--- src/rtl/ssc_pkg.sv ---
package ssc_pkg;

    localparam int DATA_W      = 8;
    localparam int DIV_W       = 4;
    localparam int PS_W        = 2;
    localparam int SYNC_STAGES = 2;
    // counter wide enough for the longest half period
    localparam int CNT_W       = DIV_W + (1 << PS_W) - 1;

    typedef logic [CNT_W:0] half_t;

    typedef enum logic [1:0] {
        REG_DATA = 2'd0,
        REG_CTRL = 2'd1,
        REG_MODE = 2'd2,
        REG_BAUD = 2'd3
    } reg_sel_e;

    typedef struct packed {
        logic       tx_empty;
        logic       overrun;
        logic       rx_full;
        logic       busy;
        logic [2:0] rsvd;
        logic       ext_clk;
    } status_t;

    // half period length minus one, in system clock cycles
    function automatic half_t half_minus1(input logic [DIV_W-1:0] div,
                                          input logic [PS_W-1:0]  ps);
        half_t h;
        h = half_t'(div) + half_t'(1);
        return (h << ps) - half_t'(1);
    endfunction

endpackage

--- src/rtl/ssc_baud_gen.sv ---
module ssc_baud_gen
    import ssc_pkg::*;
(
    input  logic             clk,
    input  logic             rst,
    input  logic             run,
    input  logic [DIV_W-1:0] div,
    input  logic [PS_W-1:0]  ps,
    output logic             sclk,
    output logic             fall_ev,
    output logic             rise_ev
);
    logic [CNT_W-1:0] cnt;
    half_t            limit;
    logic             terminal;

    assign limit    = half_minus1(div, ps);
    assign terminal = ({1'b0, cnt} == limit);
    assign fall_ev  = run && terminal && sclk;
    assign rise_ev  = run && terminal && !sclk;

    always_ff @(posedge clk) begin
        if (rst || !run) begin
            cnt  <= '0;
            sclk <= 1'b1;
        end else if (terminal) begin
            cnt  <= '0;
            sclk <= ~sclk;
        end else begin
            cnt  <= cnt + CNT_W'(1);
        end
    end
endmodule

--- src/rtl/ssc_edge_sync.sv ---
module ssc_edge_sync #(
    parameter int STAGES = 2
) (
    input  logic clk,
    input  logic rst,
    input  logic pin,
    output logic rise_ev,
    output logic fall_ev
);
    logic [STAGES:0] chain;
    logic            last;

    assign chain[0] = pin;

    for (genvar i = 0; i < STAGES; i++) begin : g_stage
        always_ff @(posedge clk) begin
            if (rst) chain[i+1] <= 1'b1;
            else     chain[i+1] <= chain[i];
        end
    end

    always_ff @(posedge clk) begin
        if (rst) last <= 1'b1;
        else     last <= chain[STAGES];
    end

    assign rise_ev = chain[STAGES] && !last;
    assign fall_ev = !chain[STAGES] && last;
endmodule

--- src/rtl/ssc_shifter.sv ---
module ssc_shifter #(
    parameter int W = 8
) (
    input  logic         clk,
    input  logic         rst,
    input  logic         enable,
    input  logic         hold_full,
    input  logic [W-1:0] hold_data,
    input  logic         rise,
    input  logic         fall,
    input  logic         rxd,
    output logic         busy,
    output logic         txd,
    output logic         load,
    output logic         rx_done,
    output logic [W-1:0] rx_byte
);
    localparam int BW = $clog2(W);
    localparam logic [BW-1:0] LAST_BIT = BW'(W - 1);

    logic [W-1:0]  tx_sh;
    logic [W-2:0]  rx_sh;
    logic [BW-1:0] bcnt;
    logic          last_rise;

    assign last_rise = busy && rise && (bcnt == LAST_BIT);
    assign load      = hold_full && enable && (!busy || last_rise);
    assign rx_done   = last_rise;
    assign rx_byte   = {rx_sh, rxd};
    assign txd       = tx_sh[W-1];

    always_ff @(posedge clk) begin
        if (rst) begin
            tx_sh <= '1;
            rx_sh <= '0;
            bcnt  <= '0;
            busy  <= 1'b0;
        end else begin
            if (busy && rise) rx_sh <= {rx_sh[W-3:0], rxd};
            if (load) begin
                tx_sh <= hold_data;
                busy  <= 1'b1;
                bcnt  <= '0;
            end else if (last_rise) begin
                tx_sh <= '1;
                busy  <= 1'b0;
                bcnt  <= '0;
            end else begin
                if (busy && rise) bcnt <= bcnt + BW'(1);
                // first falling edge of a byte keeps the pre-driven MSB
                if (busy && fall && bcnt != '0) tx_sh <= {tx_sh[W-2:0], 1'b1};
            end
        end
    end


    txd_hold_chk: assert property (@(posedge clk) disable iff (rst)
        (busy && !fall && !last_rise) |=> $stable(txd));


    reload_chk: assert property (@(posedge clk) disable iff (rst)
        (last_rise && hold_full && enable) |=> busy);
endmodule

--- src/rtl/sync_serial_chan.sv ---
module sync_serial_chan
    import ssc_pkg::*;
#(
    parameter int STAGES = SYNC_STAGES
) (
    input  logic       clk,
    input  logic       rst,
    input  logic [1:0] bus_addr,
    input  logic       bus_wr,
    input  logic       bus_rd,
    input  logic [7:0] bus_wdata,
    output logic [7:0] bus_rdata,
    output logic       sclk_out,
    output logic       sclk_oe,
    input  logic       sclk_in,
    output logic       txd,
    input  logic       rxd,
    output logic       rx_irq,
    output logic       tx_irq
);
    localparam int W = DATA_W;

    reg_sel_e sel;
    logic [W-1:0] hold_q, rx_q, rx_byte;
    logic hold_full, rx_full, ovr, ext_q;
    logic [1:0] mode_q;
    logic [DIV_W+PS_W-1:0] baud_q;
    logic busy, load, rx_done;
    logic i_rise, i_fall, x_rise, x_fall, rise, fall;
    logic wr_data, rd_data, rd_stat;
    status_t st;

    assign sel     = reg_sel_e'(bus_addr);
    assign wr_data = bus_wr && sel == REG_DATA;
    assign rd_data = bus_rd && sel == REG_DATA;
    assign rd_stat = bus_rd && sel == REG_CTRL;

    always_ff @(posedge clk) begin
        if (rst) begin
            hold_q <= '0; rx_q <= '0;
            hold_full <= 1'b0; rx_full <= 1'b0; ovr <= 1'b0;
            ext_q <= 1'b0; mode_q <= '0; baud_q <= '0;
        end else begin
            if (load)    hold_full <= 1'b0;
            if (wr_data) begin
                hold_q    <= bus_wdata;
                hold_full <= 1'b1;
            end
            if (rd_data) rx_full <= 1'b0;
            if (rd_stat) ovr     <= 1'b0;
            if (rx_done) begin
                rx_q    <= rx_byte;
                rx_full <= 1'b1;
                if (rx_full && !rd_data) ovr <= 1'b1;
            end
            if (bus_wr && sel == REG_CTRL) ext_q  <= bus_wdata[0];
            if (bus_wr && sel == REG_MODE) mode_q <= bus_wdata[1:0];
            if (bus_wr && sel == REG_BAUD) baud_q <= bus_wdata[DIV_W+PS_W-1:0];
        end
    end

    always_comb begin
        st = '{tx_empty: !hold_full, overrun: ovr, rx_full: rx_full,
               busy: busy, rsvd: 3'b000, ext_clk: ext_q};
        case (sel)
            REG_DATA: bus_rdata = rx_q;
            REG_CTRL: bus_rdata = st;
            REG_MODE: bus_rdata = {6'b0, mode_q};
            default:  bus_rdata = {{(8-DIV_W-PS_W){1'b0}}, baud_q};
        endcase
    end

    ssc_baud_gen u_baud (
        .clk(clk), .rst(rst), .run(busy && !ext_q),
        .div(baud_q[DIV_W-1:0]), .ps(baud_q[DIV_W+PS_W-1:DIV_W]),
        .sclk(sclk_out), .fall_ev(i_fall), .rise_ev(i_rise)
    );

    ssc_edge_sync #(.STAGES(STAGES)) u_sync (
        .clk(clk), .rst(rst), .pin(sclk_in),
        .rise_ev(x_rise), .fall_ev(x_fall)
    );

    assign rise = ext_q ? x_rise : i_rise;
    assign fall = ext_q ? x_fall : i_fall;

    ssc_shifter #(.W(W)) u_shift (
        .clk(clk), .rst(rst), .enable(mode_q == 2'b00),
        .hold_full(hold_full), .hold_data(hold_q),
        .rise(rise), .fall(fall), .rxd(rxd),
        .busy(busy), .txd(txd), .load(load),
        .rx_done(rx_done), .rx_byte(rx_byte)
    );

    assign sclk_oe = !ext_q;
    assign tx_irq  = load;
    assign rx_irq  = rx_done;


    tx_load_chk: assert property (@(posedge clk) disable iff (rst)
        tx_irq |=> busy);


    sclk_idle_chk: assert property (@(posedge clk) disable iff (rst)
        !busy |-> sclk_out);


    rx_full_chk: assert property (@(posedge clk) disable iff (rst)
        rx_irq |=> (bus_rdata == rx_q || sel != REG_DATA) && rx_full);


    overrun_chk: assert property (@(posedge clk) disable iff (rst)
        (rx_irq && rx_full && !rd_data) |=> ovr);
endmodule

--- config.mk ---
export PLATFORM = sky130hd
export DESIGN_NAME = sync_serial_chan
export DESIGN_NICKNAME = d
export VERILOG_FILES = /design/src/rtl/ssc_pkg.sv /design/src/rtl/ssc_baud_gen.sv /design/src/rtl/ssc_edge_sync.sv /design/src/rtl/ssc_shifter.sv /design/src/rtl/sync_serial_chan.sv
export SDC_FILE = /design/constraint.sdc
export NUM_CORES = 1
export LEC_CHECK = 0
export ABC_CLOCK_PERIOD_IN_PS = 6600
export CAP_MARGIN = 20
export CELL_PAD_IN_SITES_DETAIL_PLACEMENT = 0
export CELL_PAD_IN_SITES_GLOBAL_PLACEMENT = 1
export CORE_ASPECT_RATIO = 1.2
export CORE_MARGIN = 2
export CORE_UTILIZATION = 47
export CTS_CLUSTER_DIAMETER = 80
export DETAILED_ROUTE_END_ITERATION = 16
export PLACE_DENSITY = 0.95
export SLEW_MARGIN = 20
export SYNTH_ARGS = -nofsm -noshare
export SYNTH_HDL_FRONTEND = slang
export SYNTH_HIERARCHICAL = 1
export SYNTH_SLANG_ARGS = --single-unit
--- constraint.sdc ---
create_clock -name clk -period 6.6 [get_ports clk]
set_input_delay 0.66 -clock clk [delete_from_list [all_inputs] [get_ports clk]]
set_output_delay 0.66 -clock clk [all_outputs]
set_load 0.1 [all_outputs]
==> run summary <==
Die X-Extent = 77.1 um
Vias in the first global route = 2305
Tightest Pin Transition = 0.980 ns
Reg clk slew, reported paths = 0.06 ns
Fin nets = 389
GR Overflow Total = 0
Unrepaired setup endpoints after global routing = false
Post-synthesis xor/xnor area fraction = 4.94%
Design Area, Final = 3520 um^2
Placed standard-cell area = 3310 um^2
Share of layout cells above drive strength 1 = 9.16%
Rel. slew slack = 34.5%
Static Leak = 0.00131 uW
Root Driver = clkbuf_8
Detailed Routing Iterations Pass 1 = 4
Hold Path Class = register to register
Cell-internal power = 616 uW
Row cnt = 32
GPL Wtd Cong = 0.886
Dpl cells = 441
Post-Syn Area = 3020 um^2
Via/cell ratio = 5.54
Most common cell after layout, fill and taps aside = dfxtp_1
Post-CTS sizing = 0
TritonCTS clock tree = built
Post-synthesis compound-gate area fraction = 17.4%
Initial Util = 47.7%
Number of synthesized flops with an enable pin = 0
First-pass GRT wire length = 11200 um
WL/cell = 14.6 um
Max FO, Critical Path = 12
Final setup violation count = 0
PortBufs = 28
Fill cells = 627
Final core occ = 55.7%
Critical Path RT = 5.94 ns
Max VDD drop = 0.158 mV
Max-cap check violation count = 0
Mapped Cells = 343
Critical path class = register to output pin
Largest family of logic cells by synthesized area = simple AND/OR/NAND/NOR gates
Ys flop type = dfxtp_1
CP Data Arrival Time = 4.91 ns
Hold depth = 1
Outcome = completed
Post-synthesis sequential area ratio = 38.5%
Detail Route Antenna Nets = 0
Synth unique cells = 63
Post-Route WL = 6660 um
Share of flip-flops with an asynchronous set or reset = 0%
Final Max Tran Viols = 0
Final Critical Period = 5.57 ns
Area contributors post-synth = dfxtp_1 38%, mux2i_1 9.3%, nor2_1 5.0%, a21oi_1 4.5%, nand2_1 4.0%
CTS H-tree lvls = 3
Worst Reg2Reg Path Length in Cells = 14
Part of the cycle the worst path needs = 84.3%
Sequential Power Share = 44.8%
CTS max path bufs = 2
I/O Pins = 29
Core area = 6330 um^2
Simple-gate area share of the yosys netlist = 20.4%
Endpoint class of the critical path = output pin
DRC = 0
DIE AREA = 7080 um^2
Initial antenna violation count = 0
Post-Synth Adder-Cell Area = 2.49%
Vias = 2524
#FFs+latches synth = 58
Non-filler cells, final = 456
Pwr dens = 232 nW/um^2
Final setup margin = 1.03 ns
Die height = 91.8 um
Post-CTS Setup Bufs = 0
Switching power = 204 uW
Yosys top cell area share = 38.5%
Fmax = 0.180 GHz
Mux cell area share after synthesis = 11.3%
Diodes inserted = 0
Initial DRC count = 118
Most frequent cells in the layout = 58 x dfxtp_1, 40 x nor2_1, 32 x nand2_1
DP Worst Slack = 1.42 ns
Total CTS buffers = 9
Area Growth Syn to Fin = 16.8%
Clk network pwr share = 43.9%
Syn_nets = 365
Mean Syn Cell Area = 8.79 um^2
Clock Latency Late Sink = 0.34 ns
Synth warn = 6
Setup TNS = 0 ns
Comb pwr share = 11.3%
Largest net degree at the start of global routing = 53
Synth area leader = dfxtp_1
CTS sink cnt = 58
Global-route usage over all layers = 19.6%
CP Launch Type = register
Sw Share = 24.9%
Fin. Hold Viols = 0
CTS Hold Bufs = 0
Post-Route Skew = 0.00840 ns
Hpwl dp = 4640 um
metal layers:
metal	up-vias	share of wire, %	GRT usage [%]
li1	1264	-	-
met1	1202	46	25.1
met4	0	2.5	9.97
met3	15	2.5	3.25
met5	-	0	0
met2	43	49	31.7
power by group through the flow:
stage               combinational [uW]  clock, uW  sequential, uW
floorplan                         66.4          0             375
global placement                  91.0          0             375
detailed placement                92.0          0             375
CTS                               92.6        367             367
global route                       101        378             368
finish                            92.5        360             367
stage by stage:
step | total power, uW | hold WS, ns
2_1_floorplan | 442 | 0.383
3_3_place_gp | 465 | 0.400
3_5_place_dp | 467 | 0.398
4_1_cts | 827 | 0.419
5_1_grt | 847 | 0.439
6_report | 819 | 0.418
cells in the mapped netlist, drive strengths merged, types with 4 or more instances:
master	count
a22o	4
and3	5
or2	4
a21oi	27
dfxtp	58
ha	6
o21ai	16
nand3	11
nand3b	5
xor2	6
nand2	32
mux2i	28
a31oi	9
inv	13
nor2	40
xnor2	11
nor3	7
buf	13
critical path: stages (launching register included):
cell,delay [ns]
dfxtp_1,0.40
ha_1,0.30
xnor2_1,0.32
o21ai_0,0.13
a21oi_1,0.24
a21boi_2,0.31
nand4_1,0.14
a311oi_2,0.39
nand3_1,0.18
nor3_1,0.15
mux2_2,0.21
and3_1,0.54
clkdlybuf4s50_1,1.25
cell families after synthesis:
group                      after synthesis
buffers and inverters                   29
adders and majority gates                6
muxes                                   32
xor gates and xnor gates                17
DFF                                     58
and+or+nand+nor                        124
AOI/OAI and AO/OA                       77
sequential cells by signal, summed over array words and instances, names as in the netlist:
signal         cells
u_sync/chain       2
u_shift/busy       1
hold_full          1
ext_q              1
u_shift/bcnt       3
rx_full            1
ovr                1
u_shift/tx_sh      8
u_baud/sclk        1
mode_q             2
hold_q             8
u_sync/last        1
u_shift/rx_sh      7
baud_q             6
u_baud/cnt         7
rx_q               8
final cells by class:
cell class,count,area [um^2],share of cell area (%)
inverter,13,48.8,1.38
timing repair buffer,29,288,8.16
multi-input combinational,256,1700,48.3
clock buffer,10,138,3.90
clock inverter,5,78.8,2.24
tap,85,106,3.02
sequential,58,1160,32.9
path summary, 6_finish.rpt:
kind / start / to / slack [ns]
worst max-delay path: baud_q[0] / rx_irq / 1.03
worst min register to register: u_sync/chain[1] / u_sync/chain[2] / 0.42
worst max register to register: baud_q[0] / u_shift/tx_sh[0] / 2.48
worst min-delay path: u_sync/chain[1] / u_sync/chain[2] / 0.42
Note: power is estimated with default switching activity, not from simulation.
